[src/rtl/dma_rb_pkg.sv]
package dma_rb_pkg;

  // register groups: address bits [7:4]
  localparam logic [3:0] GRP_BCNT = 4'h0;
  localparam logic [3:0] GRP_SRC  = 4'h1;
  localparam logic [3:0] GRP_DST  = 4'h2;
  localparam logic [3:0] GRP_NEXT = 4'h3;
  localparam logic [3:0] GRP_CTRL = 4'h4;
  localparam logic [3:0] GRP_PRIO = 4'h6;
  localparam logic [3:0] GRP_CURR = 4'h7;
  localparam logic [3:0] GRP_MASK = 4'h8;
  localparam logic [3:0] GRP_STAT = 4'hA;

  // control word fields
  localparam int BIT_CHAIN = 9;
  localparam int BIT_IMODE = 10;
  localparam int BIT_EN    = 12;
  localparam int BIT_FETCH = 13;
  localparam int BIT_ACT   = 14;
  localparam int BIT_CLOSE = 17;
  localparam int BIT_ABORT = 20;
  localparam int SRC_LSB   = 2;
  localparam int DST_LSB   = 4;
  localparam logic [1:0] MODE_HOLD = 2'b10;

  // bits of the control word that are kept in flops
  localparam logic [31:0] CTRL_KEEP = ~((32'h1 << BIT_FETCH) | (32'h1 << BIT_ACT));

  typedef struct packed {
    logic bcnt;
    logic src;
    logic dst;
    logic nxt;
    logic ctrl;
    logic prio;
  } reg_we_t;

endpackage

[src/rtl/dma_rb_decode.sv]
module dma_rb_decode
  import dma_rb_pkg::*;
#(
  parameter int NCH = 2
) (
  input  logic                 bus_sel,
  input  logic                 bus_wr,
  input  logic [7:0]           bus_addr,
  output reg_we_t [NCH-1:0]    reg_we,
  output logic    [NCH-1:0]    mask_we,
  output logic    [NCH-1:0]    stat_we,
  output logic    [3:0]        grp,
  output logic    [1:0]        ch,
  output logic                 ch_ok
);
  localparam logic [2:0] NCH_L = 3'(NCH);

  logic wr_ok;

  always_comb begin
    grp   = bus_addr[7:4];
    ch    = bus_addr[3:2];
    ch_ok = ({1'b0, ch} < NCH_L) && (bus_addr[1:0] == 2'b00);
    wr_ok = bus_sel && bus_wr && ch_ok;
    for (int c = 0; c < NCH; c++) begin
      reg_we[c]  = '0;
      mask_we[c] = 1'b0;
      stat_we[c] = 1'b0;
      if (wr_ok && ch == 2'(c)) begin
        case (grp)
          GRP_BCNT: reg_we[c].bcnt = 1'b1;
          GRP_SRC:  reg_we[c].src  = 1'b1;
          GRP_DST:  reg_we[c].dst  = 1'b1;
          GRP_NEXT: reg_we[c].nxt  = 1'b1;
          GRP_CTRL: reg_we[c].ctrl = 1'b1;
          GRP_PRIO: reg_we[c].prio = 1'b1;
          GRP_MASK: mask_we[c]     = 1'b1;
          GRP_STAT: stat_we[c]     = 1'b1;
          default:  ;
        endcase
      end
    end
  end

endmodule

[src/rtl/dma_rb_chan.sv]
module dma_rb_chan
  import dma_rb_pkg::*;
#(
  parameter int DW = 32
) (
  input  logic          clk,
  input  logic          rst_n,
  input  reg_we_t       we,
  input  logic [DW-1:0] wdata,
  input  logic          busy,
  input  logic          cur_load,
  input  logic [DW-1:0] cur_in,
  output logic [DW-1:0] bcnt_q,
  output logic [DW-1:0] src_q,
  output logic [DW-1:0] dst_q,
  output logic [DW-1:0] nxt_q,
  output logic [DW-1:0] prio_q,
  output logic [DW-1:0] cur_q,
  output logic [DW-1:0] ctrl_rd,
  output logic          fetch_o,
  output logic          enable_o,
  output logic          abort_o,
  output logic          chain_o,
  output logic          imode_o,
  output logic          close_o,
  output logic          src_hold_o,
  output logic          dst_hold_o
);
  localparam logic [DW-1:0] KEEP = DW'(CTRL_KEEP);

  logic [DW-1:0] ctrl_q, ctrl_d;
  logic [DW-1:0] bcnt_d, src_d, dst_d, nxt_d, prio_d, cur_d;
  logic          fetch_d;

  always_comb begin
    bcnt_d  = we.bcnt ? wdata : bcnt_q;
    src_d   = we.src  ? wdata : src_q;
    dst_d   = we.dst  ? wdata : dst_q;
    nxt_d   = we.nxt  ? wdata : nxt_q;
    prio_d  = we.prio ? wdata : prio_q;
    ctrl_d  = we.ctrl ? (wdata & KEEP) : ctrl_q;
    cur_d   = cur_load ? cur_in : cur_q;
    fetch_d = we.ctrl && wdata[BIT_FETCH];
  end

  always_ff @(posedge clk or negedge rst_n) begin
    if (!rst_n) begin
      bcnt_q  <= '0;
      src_q   <= '0;
      dst_q   <= '0;
      nxt_q   <= '0;
      prio_q  <= '0;
      ctrl_q  <= '0;
      cur_q   <= '0;
      fetch_o <= 1'b0;
    end else begin
      bcnt_q  <= bcnt_d;
      src_q   <= src_d;
      dst_q   <= dst_d;
      nxt_q   <= nxt_d;
      prio_q  <= prio_d;
      ctrl_q  <= ctrl_d;
      cur_q   <= cur_d;
      fetch_o <= fetch_d;
    end
  end

  always_comb begin
    ctrl_rd          = ctrl_q;
    ctrl_rd[BIT_ACT] = busy;
  end

  assign enable_o   = ctrl_q[BIT_EN];
  assign abort_o    = ctrl_q[BIT_ABORT];
  assign chain_o    = ctrl_q[BIT_CHAIN];
  assign imode_o    = ctrl_q[BIT_IMODE];
  assign close_o    = ctrl_q[BIT_CLOSE];
  assign src_hold_o = (ctrl_q[SRC_LSB+1:SRC_LSB] == MODE_HOLD);
  assign dst_hold_o = (ctrl_q[DST_LSB+1:DST_LSB] == MODE_HOLD);

  // a fetch request only follows a control write carrying the command
  assert_fetch_cause_R4: assert property (@(posedge clk) disable iff (!rst_n)
    fetch_o |-> $past(we.ctrl && wdata[BIT_FETCH]));

  // the request drops when the command is not repeated
  assert_fetch_single_R4: assert property (@(posedge clk) disable iff (!rst_n)
    (fetch_o && !(we.ctrl && wdata[BIT_FETCH])) |=> !fetch_o);

  // the bus cannot alter the current-descriptor pointer
  assert_cur_engine_only_R10: assert property (@(posedge clk) disable iff (!rst_n)
    !cur_load |=> $stable(cur_q));

  // run output moves only on a control write
  assert_enable_stable_R6: assert property (@(posedge clk) disable iff (!rst_n)
    !we.ctrl |=> $stable(enable_o));

endmodule

[src/rtl/dma_rb_irq.sv]
module dma_rb_irq #(
  parameter int NCH = 2
) (
  input  logic           clk,
  input  logic           rst_n,
  input  logic [NCH-1:0] mask_we,
  input  logic [NCH-1:0] stat_we,
  input  logic           wbit0,
  input  logic [NCH-1:0] done,
  output logic [NCH-1:0] mask_q,
  output logic [NCH-1:0] stat_q,
  output logic [NCH-1:0] ch_irq,
  output logic           irq
);
  logic [NCH-1:0] mask_d, stat_d, clr;

  always_comb begin
    for (int c = 0; c < NCH; c++) begin
      clr[c]    = stat_we[c] && !wbit0;
      mask_d[c] = mask_we[c] ? wbit0 : mask_q[c];
      // completion has priority over a clear in the same cycle
      stat_d[c] = (stat_q[c] && !clr[c]) || done[c];
    end
  end

  always_ff @(posedge clk or negedge rst_n) begin
    if (!rst_n) begin
      mask_q <= '0;
      stat_q <= '0;
    end else begin
      mask_q <= mask_d;
      stat_q <= stat_d;
    end
  end

  assign ch_irq = stat_q & mask_q;
  assign irq    = |ch_irq;

  for (genvar c = 0; c < NCH; c++) begin : g_chk
    // a completion pulse always leaves the flag set
    assert_event_wins_R8: assert property (@(posedge clk) disable iff (!rst_n)
      done[c] |=> stat_q[c]);
    // a zero write without an event clears the flag
    assert_clear_R7: assert property (@(posedge clk) disable iff (!rst_n)
      (stat_we[c] && !wbit0 && !done[c]) |=> !stat_q[c]);
    // only an event can raise the flag
    assert_set_by_event_R7: assert property (@(posedge clk) disable iff (!rst_n)
      (!stat_q[c] && !done[c]) |=> !stat_q[c]);
  end

endmodule

[src/rtl/dual_dma_regbank.sv]
module dual_dma_regbank
  import dma_rb_pkg::*;
#(
  parameter int NCH = 2,
  parameter int DW  = 32
) (
  input  logic               clk,
  input  logic               rst_n,
  input  logic               bus_sel,
  input  logic               bus_wr,
  input  logic [7:0]         bus_addr,
  input  logic [DW-1:0]      bus_wdata,
  output logic [DW-1:0]      bus_rdata,
  input  logic [NCH-1:0]     eng_busy,
  input  logic [NCH-1:0]     eng_done,
  input  logic [NCH-1:0]     eng_cur_load,
  input  logic [NCH*DW-1:0]  eng_cur_desc,
  output logic [NCH-1:0]     ch_enable,
  output logic [NCH-1:0]     ch_fetch,
  output logic [NCH-1:0]     ch_abort,
  output logic [NCH-1:0]     ch_chain,
  output logic [NCH-1:0]     ch_irq_mode,
  output logic [NCH-1:0]     ch_close,
  output logic [NCH-1:0]     ch_src_hold,
  output logic [NCH-1:0]     ch_dst_hold,
  output logic [NCH*DW-1:0]  ch_byte_cnt,
  output logic [NCH*DW-1:0]  ch_src_addr,
  output logic [NCH*DW-1:0]  ch_dst_addr,
  output logic [NCH*DW-1:0]  ch_next_desc,
  output logic [NCH*DW-1:0]  ch_priority,
  output logic               irq,
  output logic [NCH-1:0]     ch_irq
);
  localparam int CW = $clog2(NCH);

  // reset: asserted at once, released after two clock edges
  logic [1:0] rst_sync;
  logic       rst_n_i;

  always_ff @(posedge clk or negedge rst_n) begin
    if (!rst_n) rst_sync <= 2'b00;
    else        rst_sync <= {rst_sync[0], 1'b1};
  end
  assign rst_n_i = rst_sync[1];

  reg_we_t [NCH-1:0] reg_we;
  logic [NCH-1:0]    mask_we, stat_we, mask_q, stat_q;
  logic [3:0]        grp;
  logic [1:0]        ch;
  logic              ch_ok;
  logic [CW-1:0]     chi;

  logic [NCH-1:0][DW-1:0] bcnt_v, src_v, dst_v, nxt_v, prio_v, cur_v, ctrl_v;

  dma_rb_decode #(.NCH(NCH)) u_decode (
    .bus_sel (bus_sel),
    .bus_wr  (bus_wr),
    .bus_addr(bus_addr),
    .reg_we  (reg_we),
    .mask_we (mask_we),
    .stat_we (stat_we),
    .grp     (grp),
    .ch      (ch),
    .ch_ok   (ch_ok)
  );

  for (genvar c = 0; c < NCH; c++) begin : g_ch
    dma_rb_chan #(.DW(DW)) u_chan (
      .clk       (clk),
      .rst_n     (rst_n_i),
      .we        (reg_we[c]),
      .wdata     (bus_wdata),
      .busy      (eng_busy[c]),
      .cur_load  (eng_cur_load[c]),
      .cur_in    (eng_cur_desc[c*DW +: DW]),
      .bcnt_q    (bcnt_v[c]),
      .src_q     (src_v[c]),
      .dst_q     (dst_v[c]),
      .nxt_q     (nxt_v[c]),
      .prio_q    (prio_v[c]),
      .cur_q     (cur_v[c]),
      .ctrl_rd   (ctrl_v[c]),
      .fetch_o   (ch_fetch[c]),
      .enable_o  (ch_enable[c]),
      .abort_o   (ch_abort[c]),
      .chain_o   (ch_chain[c]),
      .imode_o   (ch_irq_mode[c]),
      .close_o   (ch_close[c]),
      .src_hold_o(ch_src_hold[c]),
      .dst_hold_o(ch_dst_hold[c])
    );
  end

  dma_rb_irq #(.NCH(NCH)) u_irq (
    .clk    (clk),
    .rst_n  (rst_n_i),
    .mask_we(mask_we),
    .stat_we(stat_we),
    .wbit0  (bus_wdata[0]),
    .done   (eng_done),
    .mask_q (mask_q),
    .stat_q (stat_q),
    .ch_irq (ch_irq),
    .irq    (irq)
  );

  assign ch_byte_cnt  = bcnt_v;
  assign ch_src_addr  = src_v;
  assign ch_dst_addr  = dst_v;
  assign ch_next_desc = nxt_v;
  assign ch_priority  = prio_v;

  assign chi = ch[CW-1:0];

  always_comb begin
    bus_rdata = '0;
    if (bus_sel && !bus_wr && ch_ok) begin
      case (grp)
        GRP_BCNT: bus_rdata = bcnt_v[chi];
        GRP_SRC:  bus_rdata = src_v[chi];
        GRP_DST:  bus_rdata = dst_v[chi];
        GRP_NEXT: bus_rdata = nxt_v[chi];
        GRP_CTRL: bus_rdata = ctrl_v[chi];
        GRP_PRIO: bus_rdata = prio_v[chi];
        GRP_CURR: bus_rdata = cur_v[chi];
        GRP_MASK: bus_rdata = DW'(mask_q[chi]);
        GRP_STAT: bus_rdata = DW'(stat_q[chi]);
        default:  bus_rdata = '0;
      endcase
    end
  end

  // out-of-range or misaligned reads return zero
  assert_unmapped_zero_R11: assert property (@(posedge clk) disable iff (!rst_n_i)
    (bus_sel && !bus_wr && !ch_ok) |-> (bus_rdata == '0));

  // the active bit mirrors the engine busy line
  assert_active_view_R5: assert property (@(posedge clk) disable iff (!rst_n_i)
    (bus_sel && !bus_wr && ch_ok && grp == GRP_CTRL) |-> (bus_rdata[BIT_ACT] == eng_busy[chi]));

  // a fetch request is never issued to a channel twice without a new command
  assert_fetch_onehot_R4: assert property (@(posedge clk) disable iff (!rst_n_i)
    !(bus_sel && bus_wr) |=> (ch_fetch == '0));

endmodule

[config.mk]
export PLATFORM = sky130hd
export DESIGN_NAME = dual_dma_regbank
export DESIGN_NICKNAME = d
export VERILOG_FILES = /design/src/rtl/dma_rb_pkg.sv /design/src/rtl/dma_rb_decode.sv /design/src/rtl/dma_rb_chan.sv /design/src/rtl/dma_rb_irq.sv /design/src/rtl/dual_dma_regbank.sv
export SDC_FILE = /design/constraint.sdc
export NUM_CORES = 1
export LEC_CHECK = 0
export BUFFER_PORTS_ARGS = -buffer_cell sky130_fd_sc_hd__buf_4
export CAP_MARGIN = 20
export CELL_PAD_IN_SITES_DETAIL_PLACEMENT = 0
export CELL_PAD_IN_SITES_GLOBAL_PLACEMENT = 2
export CORE_ASPECT_RATIO = 1.1
export CORE_MARGIN = 2
export CORE_UTILIZATION = 39
export CTS_CLUSTER_DIAMETER = 60
export DETAILED_ROUTE_END_ITERATION = 12
export PLACE_DENSITY = 0.94
export SETUP_SLACK_MARGIN = 0.4
export SYNTH_ARGS = -nofsm -noshare
export SYNTH_HDL_FRONTEND = slang
export SYNTH_SLANG_ARGS = --single-unit
export TNS_END_PERCENT = 30
[constraint.sdc]
create_clock -name clk -period 20.6 [get_ports clk]
set_clock_uncertainty 0.05 [all_clocks]
set_input_delay 1.03 -clock clk [delete_from_list [all_inputs] [get_ports clk]]
set_output_delay 1.03 -clock clk [all_outputs]
set_load 0.05 [all_outputs]
Yosys cells after proc, flatten, opt, wreduce, memory -nomap -nowiden --
Index checks and enable logic that the tools add are counted.
Word-level totals: register bits 452, bits of input ports 114, output and inout bits 371
Operators by class: $lt $le $gt $ge 2, eq/ne operators 13, mux-type cells 34, bitwise gates (word level) 1, reductions and logical operators 23
Operators by type and width (count):
- $mux 32 | 15
- $pmux 32 s9 | 1
- $mux 1 | 16
- $logic_and 1x1->1 | 13
- $eq 4x3->1 const B | 3
- $mux 6 | 2
- $eq 2x2->1 const B | 4
- $eq 4x2->1 const B | 2
- $eq 4x4->1 const B | 2
- $eq 4x1->1 const B | 1
- $logic_not 1->1 | 4
- $logic_not 2->1 | 2
- $logic_not 4->1 | 1
- $and 2x2->2 | 1
- $eq 2x1->1 const B | 1
- $logic_or 1x1->1 | 2
- $lt 1x2->1 const B | 1
- $lt 2x2->1 const B | 1
- $reduce_or 2->1 | 1

Longest topological paths before layout --
depth after elaboration 9, gate-level depth with buffers 7

Hierarchy --
Synthesis repeated with hierarchy kept, for this count alone.
Unflattened totals: cell total of the unflattened synthesis 1507, area total of the unflattened synthesis 22815.6 um2
Modules (own cells, without submodules):
- dma_rb_chan | times used 2, cells each 483, area an instance 9288.9 um2, seq. area each 5580.4 um2
- dual_dma_regbank | times used 1, cells each 494, area an instance 3846.2 um2, seq. area each 50.0 um2
- dma_rb_decode | times used 1, cells each 34, area an instance 220.2 um2, seq. area each 0.0 um2
- dma_rb_irq | times used 1, cells each 13, area an instance 171.4 um2, seq. area each 100.1 um2

Worst setup path after synthesis --
No wires, ideal clock.
path type input to output, start in bus_addr[5], end out bus_rdata[0], arrival 3099 ps, data required time 19520 ps, slack 16421 ps, cell stages on the path 7, path buffers 3, cell sequence clkbuf_1 -> or4b_1 -> buf_2 -> clkbuf_1 -> nor2_1 -> a211oi_1 -> a31oi_1
On the way: cells in the longest elaborated chain, start to end 3
Ends and longest elaborated chain:
- start: declaration | line dual_dma_regbank.sv:11 | input logic [7:0] bus_addr,
- $eq 4x4->1 (tied with other cells) | line dual_dma_regbank.sv:118 | case (grp)
- $pmux 32 s9 * | line dual_dma_regbank.sv:118
- $mux 32 * | line dual_dma_regbank.sv:117 | if (bus_sel && !bus_wr && ch_ok) begin
- end: declaration | line dual_dma_regbank.sv:13 | output logic [DW-1:0] bus_rdata,
Every way passes the cells marked *; elsewhere a longest branch is shown, timed or not.

Final worst setup path --
start in bus_addr[2], end out bus_rdata[26]
On the way: cells in the longest elaborated chain, start to end 4
Ends and longest elaborated chain:
- $mux 32 (not written as such) (tied with other cells) (2 in series) | line dual_dma_regbank.sv:125 | GRP_CURR: bus_rdata = cur_v[chi];
- $pmux 32 s9 or $logic_and 1x1->1 (tied branches) | line dual_dma_regbank.sv:118, dual_dma_regbank.sv:117
- $mux 32 * | line dual_dma_regbank.sv:117
Every way passes the cells marked *; elsewhere a longest branch is shown, timed or not. The select of a mux whose other input is x is not followed.

==> impl_metrics.toml <==
[clocking]
path_clk_slew_ns = 0.06
cts_setup_buffers = 0
cts.htree.levels = 2
clockBufferDepth = 3
post_cts_resized = 0
clock_tree.root_cell = "sky130_fd_sc_hd__clkbuf_16"
tritoncts.num_buffers = 52
cts_tree = "done"
cts_num_sinks = 452
cts.hold.buffers_added = 0
clk_latency_ns = 0.58

[sta]
rsz0062_at_grt = "false"
timing.final.hold_violations = 0
timing.max_slew.rel_slack_pct = 22.46
finalSetupViolations = 0
timing.final.crit_share_pct = 27.00
maxSlewViolCount = 0
post-route-min-period_ns = 5.563
setup_total_negative_slack_ns = 0
fmax_ghz = 0.1798
transition_time_of_the_tightest_slew_check_pin_ns = 1.160

[setup_path]
end_kind = "output port"
r2r-start = "rst_sync[1]$_DFF_PN0_"
crit_chain = "buf_8 > buf_4 > buf_4 > mux2i_1 > o22ai_1 > nor4_1 > nor2_1 > buf_4"
ff2ff_setup_slack_ns = 17.79
required_ns = 19.52
crit_family = "buffers and inverters"
timing.critical_path.arrival_ns = 4.48
path_depth = 8
timing.critical_path.slowest_cell_delay_ns = 0.89
timing_worst_setup_path_type = "primary input to output port"
crit_fanout = 87
startpoint_type = "primary input"
depth_of_the_worst_register_to_register_path = 4
critical_path.reg2reg.endpoint = "g_ch[0].u_chan.dst_q[30]$_DFFE_PN0P_"
critPathMostFrequentCell = "sky130_fd_sc_hd__buf_4"
timing.critical_path.buf_inv = 4
timing.critical_path.slowest_stage_cell = "sky130_fd_sc_hd__buf_4"

[drt]
routed_wire_length_on_met3_um = 4595
post-route-drc-count = 0
detail_route.first_pass.iterations = 5
drtIter0Drc = 989
post_drt_via_cell_ratio = 5.552
post_detailed_route_wirelength_per_cell_um = 27.24
wl_met1_um = 29600
met2RoutedLength_um = 35190
drt-total-wl_um = 72360
detailroute.via_count = 14750
final_antenna_net_count = 0
highest_layer = "met4"

[pwr]
p_total_mw = 2.113
total_leakage_power_nw = 13.68
total_power_per_unit_cell_area_nw_per_um2 = 79.12
vdd_drop_max_mv = 0.06615

[finish]
fillerInstances = 4622
nNetsFinal = 2046
areaGrowthSynthToFinish_pct = 27.67
layout-drive-gt1-share_pct = 52.99

[synthesis]
yosysWarningCount = 0
synthAdderAreaFrac_pct = 0
ys_seq_area_share_pct = 54.08
synthFlopType = "sky130_fd_sc_hd__dfrtp_1"
synth-compound-area-share_pct = 3.129
synthXorXnorAreaFrac_pct = 0
synth_largest_area_cell = "sky130_fd_sc_hd__dfrtp_1"
post_synth_and_or_nand_nor_area_fraction_pct = 3.524
ys_types = 38
synth_top_family_by_area = "multiplexers"
synth_enable_flop_cells = 0
post_synth.cell_area_avg_sq_um = 13.73
ys_top_cells_by_area = "sky130_fd_sc_hd__dfrtp_1 (54%), sky130_fd_sc_hd__mux2_2 (21%), sky130_fd_sc_hd__mux2i_1 (11%), sky130_fd_sc_hd__o22ai_1 (2.8%), sky130_fd_sc_hd__mux2_4 (2.2%)"
synth_mux_area_share_pct = 35.28
ys_async_sr_fraction_pct = 100.0
synth_seq_cells = 452
synthDominantCellAreaShare_pct = 54.08
mappedNetlistNets = 1637
postSynthCellCount = 1523
synth_area_sq_um = 20920

[worst_hold_path]
hold_path.class = "register to asynchronous set/reset pin"

[floorplanning]
core.rowCount = 89
die_footprint_sq_um = 55500
initial_core_util_pct = 39.21
core_sq_um = 53340
die_height_um = 246.9
boundaryPins = 485
die_x_um = 224.8

[grt]
grt_util_all_layers_pct = 25.54
gr-total-overflow = 0
grt_start_max_net_pins = 88
grt_antenna_before_repair = 2
first_pass_grt_wire_length_um = 103800
grt_pass1_vias = 15390

[status]
run_status = "complete, no violations"

[run]
timing.max_cap.violations = 0

[place]
half_perimeter_wire_length_of_the_detailed_placement_result_um = 47150
globalplace.congestion = 0.8714
buffer_ports.inserted = 484
[cells in the final DEF (no fill, tap or decap), types with 13 or more instances in the layout]
cell                        count
sky130_fd_sc_hd__dfrtp_1      451
sky130_fd_sc_hd__clkbuf_16     53
sky130_fd_sc_hd__mux2_4        30
sky130_fd_sc_hd__mux2_1        20
sky130_fd_sc_hd__mux2_2       397
sky130_fd_sc_hd__nor2_1        65
sky130_fd_sc_hd__buf_4        507
sky130_fd_sc_hd__mux2i_1      223
sky130_fd_sc_hd__clkbuf_8      13
sky130_fd_sc_hd__o22ai_1       95
sky130_fd_sc_hd__nor4_1        31
[cell type report]
type / count / area [sq um] / area share [%]
Antenna cell: 4 / 10.01 / 0.03749
Clock buffer: 75 / 1539 / 5.764
Clock inverter: 17 / 182.7 / 0.6841
Inverter: 1 / 3.754 / 0.01406
Multi-Input combinational cell: 912 / 8860 / 33.18
Sequential cell: 452 / 11310 / 42.37
Tap cell: 682 / 853.3 / 3.196
Timing Repair Buffer: 513 / 3939 / 14.75
[worst max-delay path by stage]
stage / startpoint / end / slack, ns
5_1_grt: bus_addr[2] / bus_rdata[26] / 14.87
6_report: bus_addr[2] / bus_rdata[26] / 15.04
3_3_place_gp: bus_addr[2] / bus_rdata[26] / 15.15
3_5_place_dp: bus_addr[2] / bus_rdata[26] / 15.11
4_1_cts: bus_addr[2] / bus_rdata[26] / 15.11
2_1_floorplan: rst_sync[1]$_DFF_PN0_ / g_ch[0].u_chan.bcnt_q[0]$_DFFE_PN0P_ / 7.02
[sequential cells by signal, summed over array words and instances (netlist names)]
register and flops:
g_ch.u_chan.prio_q 64, g_ch.u_chan.nxt_q 64, u_irq.stat_q 2, g_ch.u_chan.dst_q 64, g_ch.u_chan.bcnt_q 64, g_ch.u_chan.fetch_o 2, u_irq.mask_q 2, rst_sync 2
g_ch.u_chan.src_q 64, g_ch.u_chan.ctrl_q 60, g_ch.u_chan.cur_q 64
[logic make-up (layout without fill, tap and decap cells)]
group | Yosys count | count (layout)
mux | 670 | 670
flops | 452 | 452
buf+inv | 159 | 606
simple gates | 138 | 138
compound gates | 103 | 103
other cells | 1 | 5
[power by group]
group	leakage [nW]	switching (mW)	internal, mW
clock	0.856	0.371	0.555
sequential	6.12	0.0281	0.921
combinational	6.71	0.150	0.0867
total	13.7	0.550	1.56
[cell usage after synthesis (3+ instances only)]
master / count
sky130_fd_sc_hd__nor2b_1: 5
sky130_fd_sc_hd__nor3_1: 4
sky130_fd_sc_hd__buf_4: 25
sky130_fd_sc_hd__buf_2: 40
sky130_fd_sc_hd__nand2b_1: 7
sky130_fd_sc_hd__nand2b_4: 3
sky130_fd_sc_hd__nor2_1: 69
sky130_fd_sc_hd__mux2_1: 20
sky130_fd_sc_hd__mux2i_1: 223
sky130_fd_sc_hd__buf_6: 12
sky130_fd_sc_hd__mux2_4: 30
sky130_fd_sc_hd__buf_1: 9
sky130_fd_sc_hd__clkbuf_1: 72
sky130_fd_sc_hd__dfrtp_1: 452
sky130_fd_sc_hd__mux2_2: 397
sky130_fd_sc_hd__nor4_1: 31
sky130_fd_sc_hd__or4b_1: 3
sky130_fd_sc_hd__o22ai_1: 95
sky130_fd_sc_hd__nand4bb_1: 3
[worst reg2reg max path: stages (launching register included)]
cell                      delay [ns]
sky130_fd_sc_hd__dfrtp_4        0.53
sky130_fd_sc_hd__buf_4          0.67
sky130_fd_sc_hd__buf_4          0.89
sky130_fd_sc_hd__buf_4          0.42
sky130_fd_sc_hd__buf_16         0.35
[per-stage QoR]
stage	cells	hold slack (ns)	area, sq um	setup WS [ns]	utilization (%)
after floorplan	1523	0.2812	20920	7.019	-
after global placement	2555	0.2842	24850	15.15	46.59
after detailed placement	2556	0.2864	24870	15.11	46.62
after CTS	2648	0.1336	26590	15.11	49.85
after global routing	2654	0.1256	26700	14.87	50.05
final	2656	0.1113	26700	15.04	50.06
[layer usage]
| metal | vias up | track usage [%] |
|---|---|---|
| met2 | 521 | 42.06 |
| met3 | 143 | 5.822 |
| li1 | 6336 | - |
| met4 | 0 | 10.81 |
| met1 | 7747 | 32.36 |
| met5 | - | 0 |
No activity file was read; power rests on OpenSTA's default activity.
